--- src/rtl/rps_pkg.sv ---
package rps_pkg;

   typedef enum logic [1:0] {
      SC_IDLE  = 2'd0,
      SC_SWEEP = 2'd1,
      SC_DRAIN = 2'd2
   } scan_state_e;

   // A word is good when the parity of its ones matches the selected rule.
   function automatic logic word_good(input logic ones_odd, input logic odd_rule);
      return ones_odd == odd_rule;
   endfunction

endpackage

--- src/rtl/rps_addr_gen.sv ---
module rps_addr_gen
   import rps_pkg::*;
#(
   parameter int ADDR_W = 10
) (
   input  logic              clk,
   input  logic              rst_n,
   input  logic              start_i,
   input  logic              odd_mode_i,
   input  logic              finish_i,
   output logic              accept_o,
   output logic              rd_en_o,
   output logic [ADDR_W-1:0] addr_o,
   output logic              at_last_o,
   output logic              rule_odd_o,
   output scan_state_e       state_o
);

   localparam logic [ADDR_W-1:0] LAST_ADDR = {ADDR_W{1'b1}};

   scan_state_e       state_q;
   logic [ADDR_W-1:0] addr_q;
   logic              rule_q;

   assign accept_o   = start_i && (state_q == SC_IDLE);
   assign rd_en_o    = (state_q == SC_SWEEP);
   assign at_last_o  = (addr_q == LAST_ADDR);
   assign addr_o     = addr_q;
   assign rule_odd_o = rule_q;
   assign state_o    = state_q;

   always_ff @(posedge clk or negedge rst_n) begin
      if (!rst_n) begin
         state_q <= SC_IDLE;
         addr_q  <= '0;
         rule_q  <= 1'b0;
      end else begin
         unique case (state_q)
            SC_IDLE: begin
               if (start_i) begin
                  state_q <= SC_SWEEP;
                  addr_q  <= '0;
                  rule_q  <= odd_mode_i;
               end
            end
            SC_SWEEP: begin
               if (addr_q == LAST_ADDR) begin
                  state_q <= SC_DRAIN;
               end else begin
                  addr_q <= addr_q + 1'b1;
               end
            end
            SC_DRAIN: begin
               if (finish_i) begin
                  state_q <= SC_IDLE;
               end
            end
            default: state_q <= SC_IDLE;
         endcase
      end
   end

endmodule

--- src/rtl/rps_parity_eval.sv ---
module rps_parity_eval #(
   parameter int WORD_W    = 9,
   parameter int PAR_STYLE = 0
) (
   input  logic [WORD_W-1:0] word_i,
   output logic              ones_odd_o
);

   generate
      if (PAR_STYLE == 0) begin : g_reduce
         assign ones_odd_o = ^word_i;
      end else begin : g_chain
         logic [WORD_W-1:0] acc;
         assign acc[0] = word_i[0];
         for (genvar i = 1; i < WORD_W; i++) begin : g_link
            assign acc[i] = acc[i-1] ^ word_i[i];
         end
         assign ones_odd_o = acc[WORD_W-1];
      end
   endgenerate

endmodule

--- src/rtl/rps_err_track.sv ---
module rps_err_track #(
   parameter int ADDR_W = 10,
   parameter int CNT_W  = 8
) (
   input  logic              clk,
   input  logic              rst_n,
   input  logic              clear_i,
   input  logic              bad_i,
   input  logic [ADDR_W-1:0] tag_i,
   output logic              any_o,
   output logic              any_next_o,
   output logic [ADDR_W-1:0] first_addr_o,
   output logic [CNT_W-1:0]  count_o
);

   localparam logic [CNT_W-1:0] CNT_MAX = {CNT_W{1'b1}};

   logic              any_q;
   logic [ADDR_W-1:0] first_q;
   logic [CNT_W-1:0]  cnt_q;

   assign any_o        = any_q;
   assign any_next_o   = any_q || bad_i;
   assign first_addr_o = first_q;
   assign count_o      = cnt_q;

   always_ff @(posedge clk or negedge rst_n) begin
      if (!rst_n) begin
         any_q   <= 1'b0;
         first_q <= '0;
         cnt_q   <= '0;
      end else if (clear_i) begin
         any_q   <= 1'b0;
         first_q <= '0;
         cnt_q   <= '0;
      end else if (bad_i) begin
         any_q <= 1'b1;
         if (!any_q) begin
            first_q <= tag_i;
         end
         if (cnt_q != CNT_MAX) begin
            cnt_q <= cnt_q + 1'b1;
         end
      end
   end

endmodule

--- src/rtl/rom_parity_scan.sv ---
module rom_parity_scan
   import rps_pkg::*;
#(
   parameter int DATA_W    = 8,
   parameter int ADDR_W    = 10,
   parameter int CNT_W     = 8,
   parameter int PAR_STYLE = 0
) (
   input  logic              clk,
   input  logic              rst_n,
   input  logic              start_i,
   input  logic              odd_mode_i,
   output logic              rom_en_o,
   output logic [ADDR_W-1:0] rom_addr_o,
   input  logic [DATA_W:0]   rom_word_i,
   output logic              busy_o,
   output logic              done_o,
   output logic              pass_o,
   output logic              fail_o,
   output logic [ADDR_W-1:0] first_fail_addr_o,
   output logic [CNT_W-1:0]  err_count_o
);

   localparam int WORD_W = DATA_W + 1;

   // Elaboration-time parameter checks
   generate
      if (DATA_W < 1) begin : g_bad_data_w
         $error("rom_parity_scan: DATA_W must be at least 1");
      end
      if (ADDR_W < 1 || ADDR_W > 30) begin : g_bad_addr_w
         $error("rom_parity_scan: ADDR_W must lie in 1..30");
      end
      if (CNT_W < 1) begin : g_bad_cnt_w
         $error("rom_parity_scan: CNT_W must be at least 1");
      end
      if (PAR_STYLE < 0 || PAR_STYLE > 1) begin : g_bad_style
         $error("rom_parity_scan: PAR_STYLE must be 0 or 1");
      end
   endgenerate

   scan_state_e       state;
   logic              accept;
   logic              at_last;
   logic              rule_odd;
   logic              finish;
   logic              ones_odd;
   logic              word_bad;
   logic              any_fail;
   logic              any_next;

   // Read-latency stage: tracks which address the returning word belongs to
   logic              vld_q;
   logic              last_q;
   logic [ADDR_W-1:0] tag_q;

   logic              done_q;
   logic              pass_q;
   logic              fail_q;

   rps_addr_gen #(
      .ADDR_W (ADDR_W)
   ) u_gen (
      .clk        (clk),
      .rst_n      (rst_n),
      .start_i    (start_i),
      .odd_mode_i (odd_mode_i),
      .finish_i   (finish),
      .accept_o   (accept),
      .rd_en_o    (rom_en_o),
      .addr_o     (rom_addr_o),
      .at_last_o  (at_last),
      .rule_odd_o (rule_odd),
      .state_o    (state)
   );

   always_ff @(posedge clk or negedge rst_n) begin
      if (!rst_n) begin
         vld_q  <= 1'b0;
         last_q <= 1'b0;
         tag_q  <= '0;
      end else begin
         vld_q  <= rom_en_o;
         last_q <= rom_en_o && at_last;
         tag_q  <= rom_addr_o;
      end
   end

   rps_parity_eval #(
      .WORD_W    (WORD_W),
      .PAR_STYLE (PAR_STYLE)
   ) u_par (
      .word_i     (rom_word_i),
      .ones_odd_o (ones_odd)
   );

   assign word_bad = vld_q && !word_good(ones_odd, rule_odd);
   assign finish   = vld_q && last_q;

   rps_err_track #(
      .ADDR_W (ADDR_W),
      .CNT_W  (CNT_W)
   ) u_err (
      .clk          (clk),
      .rst_n        (rst_n),
      .clear_i      (accept),
      .bad_i        (word_bad),
      .tag_i        (tag_q),
      .any_o        (any_fail),
      .any_next_o   (any_next),
      .first_addr_o (first_fail_addr_o),
      .count_o      (err_count_o)
   );

   always_ff @(posedge clk or negedge rst_n) begin
      if (!rst_n) begin
         done_q <= 1'b0;
         pass_q <= 1'b0;
         fail_q <= 1'b0;
      end else begin
         done_q <= finish;
         if (accept) begin
            pass_q <= 1'b0;
            fail_q <= 1'b0;
         end else if (finish) begin
            pass_q <= !any_next;
            fail_q <= any_next;
         end
      end
   end

   assign busy_o = (state != SC_IDLE);
   assign done_o = done_q;
   assign pass_o = pass_q;
   assign fail_o = fail_q;

endmodule

--- config.mk ---
export PLATFORM = sky130hd
export DESIGN_NAME = rom_parity_scan
export DESIGN_NICKNAME = d
export VERILOG_FILES = /design/src/rtl/rps_pkg.sv /design/src/rtl/rps_addr_gen.sv /design/src/rtl/rps_parity_eval.sv /design/src/rtl/rps_err_track.sv /design/src/rtl/rom_parity_scan.sv
export SDC_FILE = /design/constraint.sdc
export NUM_CORES = 1
export LEC_CHECK = 0
export BUFFER_PORTS_ARGS = -buffer_cell sky130_fd_sc_hd__buf_4
export CORE_MARGIN = 2
export CORE_UTILIZATION = 30
export CTS_CLUSTER_SIZE = 40
export DETAILED_ROUTE_END_ITERATION = 10
export PLACE_DENSITY = 0.52
export SYNTH_ARGS = -nofsm -noshare
export SYNTH_HDL_FRONTEND = slang
export SYNTH_HIERARCHICAL = 1
export SYNTH_SLANG_ARGS = --single-unit
--- constraint.sdc ---
create_clock -name clk -period 2.3 [get_ports clk]
set_input_delay 0.23 -clock clk [delete_from_list [all_inputs] [get_ports clk]]
set_output_delay 0.23 -clock clk [all_outputs]
set_load 0.1 [all_outputs]
* Word-level counts from Yosys, hierarchy flattened
Index checks and enable logic that the tools add are counted.
** Operators by class
- $add $sub $neg :: 2
- Multipliers :: 0
- Div/mod/pow operators :: 0
- Order comparisons :: 0
- Equal/unequal tests :: 10
- Shift-type cells :: 0
- Multiplexer cells :: 19
- Bitwise logic cells :: 0
- Reductions and logical operators :: 19
** Operators by type and width (number)
- 10-bit 2-to-1 mux :: 5
- 8-bit 2-to-1 mux :: 3
- 10-bit case mux with 2 select lines :: 1
- 10-bit by 1-bit adder with 10-bit output, second input constant :: 1
- 10-bit equality test, second input constant :: 1
- 2-bit nonzero test :: 5
- 9-bit parity :: 1
- 8-bit by 1-bit adder with 8-bit output, second input constant :: 1
- 2-bit != test, second input constant :: 4
- 8-bit != test, second input constant :: 1
- 1-bit 2-to-1 mux :: 6
- 2-bit 2-to-1 mux :: 3
- 2-bit case mux with 3 select lines :: 1
- 2-bit AND reduction :: 3
- 3-bit AND reduction :: 2
- 1-bit logical AND :: 4
- 2-bit by 1-bit equality test with 1-bit output, second input constant :: 1
- 2-bit equality test, second input constant :: 1
- 1-bit zero test :: 2
- 2-bit zero test :: 1
- 2-bit by 1-bit != test with 1-bit output, second input constant :: 1
- 1-bit equality test :: 1
- 1-bit logical OR :: 1
** Word-level totals
- Register bits after elaboration :: 47
- Bits in latches :: 0
- RAM bits :: 0
- Bits in read-only memories :: 0
- Input port bits :: 13
- Output and inout bits :: 33
- Word-level logic and storage cells :: 62
- Memories :: 0

* Logic depth before layout (Yosys ltp)
- Depth in word-level cells :: 8
- Mapped depth :: 10
- Gate-level depth less buffers :: 8

* By module
The synthesis kept the hierarchy.
** By module, submodules not included
- rps_err_track :: times used 1, cells an instance 94, area each 900.9 um^2, seq. area each 475.5 um^2
- rps_addr_gen :: times used 1, cells an instance 69, area each 684.4 um^2, seq. area each 325.3 um^2
- rom_parity_scan :: times used 1, cells an instance 26, area each 456.7 um^2, seq. area each 375.4 um^2
- rps_parity_eval :: times used 1, cells an instance 7, area each 82.6 um^2, seq. area each 0.0 um^2

* Worst setup path after synthesis
No wires, ideal clock.
- Path kind :: register to register
- Start :: reg u_gen.addr_q[0] (netlist: u_gen/addr_o[0])
- End :: reg u_gen.addr_q[3] (netlist: u_gen/addr_o[3])
- Library setup time :: 0.086 ns
- Data arrival time :: 2.066 ns
- Required time :: 2.214 ns
- Path slack :: 0.148 ns
- Stages on the path, launching flop included :: 7
- Buffers on the path :: 0
- Clock period less this slack :: 2.152 ns
- Path through :: dfrtp_1 -> ha_1 -> nand3_1 -> nor2_1 -> o21a_4 -> inv_2 -> a31oi_1
** Between the ends
- Word-level cells in the longest chain between the ends :: 3
- Elaborated cells on any way between the ends :: 6
- Classes of those cells :: add/sub: 1; eq/ne: 2; mux: 2; reduce/logical: 1
** RTL lines
- start: declaration :: RTL line rps_addr_gen.sv:22 : logic [ADDR_W-1:0] addr_q;
- start signal: assignment :: RTL line rps_addr_gen.sv:50 : addr_q <= addr_q + 1'b1;
- 10-bit by 1-bit adder with 10-bit output or 10-bit equality test (tied branches) :: RTL line rps_addr_gen.sv:50, rps_addr_gen.sv:47
- 10-bit 2-to-1 mux or 2-bit != test (tied branches)
- 10-bit case mux with 2 select lines or 3-bit AND reduction (tied branches)
Several ways; a longest one is shown, not always the timed one. The select of a mux whose other input is x is not followed.
A chain may end at the register's enable or synchronous reset.

* Worst setup path in the final report
- Start :: reg u_gen.state_q[0] (netlist: u_gen/state_o[0])
- End :: out rom_en_o
** Between the ends
- Word-level cells in the longest chain between the ends :: 1
** RTL lines
- start: declaration :: RTL line rps_addr_gen.sv:21 : scan_state_e state_q;
- start signal: assignment :: RTL line rps_addr_gen.sv:34 : state_q <= SC_IDLE;
- start signal: assignment :: RTL line rps_addr_gen.sv:41 : state_q <= SC_SWEEP;
- start signal: assignment :: RTL line rps_addr_gen.sv:48 : state_q <= SC_DRAIN;
- 2-bit by 1-bit equality test with 1-bit output :: RTL line rps_addr_gen.sv:26 : assign rd_en_o = (state_q == SC_SWEEP);
- end: declaration :: RTL line rom_parity_scan.sv:13 : output logic rom_en_o,
Every way passes these cells.

==> impl_results.md <==
* Transition time at the pin with the least slew margin at 0.5967 ns
* Number of cells produced by synthesis at roughly 200
* Number of flops mapped to enable cells by yosys at 0
* Routed len/inst at roughly 13 um
* Remaining max-slew budget at the tightest pin at around 60%
* Commonest cells after routing, fill and taps aside: sky130_fd_sc_hd__buf_4, sky130_fd_sc_hd__dfrtp_1, sky130_fd_sc_hd__nand2_1, sky130_fd_sc_hd__a21oi_1, sky130_fd_sc_hd__nand3_1
* CTS resizes at 0
* Number of design rule violations left after detail routing at 0
* Number of hold-slack violations in the final timing report at 0
* Endpoints failing setup at 0
* Overall via count from detail_route at roughly 1600
* Part of the Yosys area used for sequential elements at a little under three fifths
* Maximum number of pins on one net before global-route repair at between 40 and 50
* Final Critical Period at 1.993 ns
* Final wirelength at ~4.5 mm
* Die X at 88.16 um
* Cell with the largest stage delay on the worst path: sky130_fd_sc_hd__dfrtp_1
* Clock sinks at between 40 and 50
* Post-Synthesis Net Count at ~210
* Largest stage delay on the critical path at 0.44 ns
* Worst reg2reg path endpoint: u_gen/addr_o[5]
* Max clock buf depth at 2
* Final weighted congestion in routability-driven placement at 0.8213
* Fmax at roughly 500 MHz
* Sort of element at the start of the critical path: register
* CP max FO at 13
* Detailed-route vias per instance at between 4 and 5
* Total negative setup slack at 0 ns
* RSZ-0062 raised after global routing: no
* H-tree Lvls at 2
* Distinct cell type count of the synthesized netlist at 52
* Critical path capture point: rom_en_o
* Synth Warn # at 6
* Clock latency on the worst-skew pair at around 0.3 ns
* CTS buffer count at 5
* Type of element capturing the critical path: output pin
* Share of final-layout standard cells stronger than drive strength 1 at a little under a third
* Synthesized area at 2125 sq um
* Number of primary I/O pins at 46
* Crit-path cells: or2b_1 > inv_2 > buf_4
* Startpoint-to-endpoint class of the critical path: reg2out
* Die ar. at 7771 sq um
* Layout net count at roughly 260
* Iteration-0 DRC Markers at around 110
* Vias in the first global route at between 1500 and 2000
* Cell Rows at 30
* Outcome: completed
* Share of synthesized registers carrying an async set or reset at between 90% and 100%
* Area of the core at 6832 sq um
* Clock skew at 0.01357 ns
* Global route total overflow at 0
* Reg-to-Reg Start: u_gen/state_o[0]
* Worst ir drop on vdd at ~590 uV
* Data required time at the worst endpoint at 2.07 ns
* Critical path buffers and inverters at 2
* Number of search-and-repair iterations in the first detailed-routing pass at 4
* CTS tree: done
* Initial standard-cell utilization of the core at ~31%
* Port Buffers at 45
* Tot GR Track Use at around 13%
* Cell Pwr Density at 1205 nW/um^2
* Leakage component of the power at ~1.2 nW
* Stages on worst setup path at 3
* Critical Path Start: u_gen/state_o[0]
* Wire length of the first global-routing pass at approximately 7.6 mm
* Final antenna-violating net count at 0
* Area growth from synthesis to layout at 28.03%
* Class of the tightest hold or removal check: in2reg
* Post-Synthesis Mean Instance Area at approximately 11 sq um
* Cell family with most CP delay: buffers and inverters
* Sum of net half-perimeters after detailed placement at approximately 3.2 mm
* # diodes at 0
* Number of buffers inserted to repair setup after CTS at 0
* Max cap viols at 0
* Share of the clock period used by the worst path at 86.63%
* Clock-pin slew on the worst setup and hold paths at 0.10 ns
* Most common cell after layout, fill and taps aside: sky130_fd_sc_hd__buf_4
* Final cell count without fillers at 345
* Clock Tree Root: sky130_fd_sc_hd__clkbuf_8
* Fillers at between 700 and 800
* Cell count of the worst reg-to-reg path at 4
* Synthesis-stage register bit count at 47
* Chip Height at 88.16 um
* Worst reg2reg setup slack at 0.54 ns
* Pins Over Slew Limit at 0
* Antenna violations before repair at 0
* Dominant synthesized flop cell: sky130_fd_sc_hd__dfrtp_1
* Arrival time reported for the critical path endpoint at between 1.5 and 2 ns
* Post-placement cell count at roughly 340
worst min-delay path by stage:
stage / start / to / slack [ns] / cells after the start
5_1_grt: odd_mode_i / u_gen/rule_odd_o / 0.16 / 2
4_1_cts: odd_mode_i / u_gen/rule_odd_o / 0.16 / 2
3_3_place_gp: rst_n / u_err/count_o[6] / 0.29 / 1
2_1_floorplan: rst_n / done_o / -0.07 / 0
3_5_place_dp: rst_n / u_err/count_o[6] / 0.29 / 1
6_report: odd_mode_i / u_gen/rule_odd_o / 0.16 / 2
synth_stat cells, types with 4 or more instances:
cell type                  number  area [sq um]
sky130_fd_sc_hd__nor2_1         5         18.77
sky130_fd_sc_hd__nand2_1       26         97.59
sky130_fd_sc_hd__nor2b_1        5         31.28
sky130_fd_sc_hd__nand4_1        4         25.02
sky130_fd_sc_hd__a211oi_1       4         30.03
sky130_fd_sc_hd__xnor2_1        4         35.03
sky130_fd_sc_hd__nand3_1        8         40.04
sky130_fd_sc_hd__nor3_1         6         30.03
sky130_fd_sc_hd__dfrtp_1       47          1176
sky130_fd_sc_hd__nand2b_1       4         25.02
sky130_fd_sc_hd__a21oi_1       19         95.09
state kept, by name (all words and copies together), names as in the netlist:
| register | cells |
|---|---|
| u_err/first_addr_o | 10 |
| u_err/count_o | 8 |
| u_gen/state_o | 2 |
| fail_o | 1 |
| u_err/any_o | 1 |
| tag_q | 10 |
| u_gen/rule_odd_o | 1 |
| pass_o | 1 |
| u_gen/addr_o | 10 |
| last_q | 1 |
| done_o | 1 |
| vld_q | 1 |
final cells by class:
type	instances	area [sq um]	area share, %
Tap cell	96	120.1	4.416
Clock buffer	5	68.82	2.530
Inverter	4	15.01	0.5520
Sequential cell	47	1176	43.24
Multi-Input combinational cell	139	908.4	33.39
Timing Repair Buffer	51	385.4	14.17
Clock inverter	3	46.29	1.702
routing by layer:
metal / vias to the layer above / routed length [um] / GRT usage [%]
met4: 0 / 70 / 4.545
met1: 758 / 2060 / 17.43
met2: 37 / 2159 / 19.90
met3: 6 / 184 / 2.922
met5: - / 0 / 0
li1: 805 / - / -
timing repair:
action,in CTS,in global routing
hold buffers,1,0
hold endpoints to repair,47,0
setup endpoints to repair,0,0
cell families (layout without fill, tap and decap cells):
logic type	Yosys count	in the layout	share of synthesized area, %
simple gates	79	79	19.67
flops	47	47	55.36
compound gates	44	44	14.19
buf+inv	10	63	2.120
xor+xnor	9	9	4.712
mux	5	5	2.768
fa+ha+maj	2	2	1.178
power by group:
group	switching [mW]	leakage, nW	internal (mW)
Clock	0.293	0.0548	0.328
Sequential	0.134	0.575	0.955
Combinational	1.19	0.616	0.375
Total	1.62	1.25	1.66
metrics by stage:
step | instance area [sq um] | hold WS [ns] | worst slack [ns] | util (%) | total power [mW]
CTS | 2720 | 0.1560 | 0.2979 | 39.82 | 3.313
global placement | 2595 | 0.2909 | 0.1245 | 37.99 | 2.685
finish | 2720 | 0.1638 | 0.3074 | 39.82 | 3.278
floorplan | 2125 | -0.06559 | 0.1484 | - | 2.335
global route | 2720 | 0.1617 | 0.2041 | 39.82 | 3.446
detailed placement | 2595 | 0.2872 | 0.07913 | 37.99 | 2.683
(Power assumes the default switching activity.)
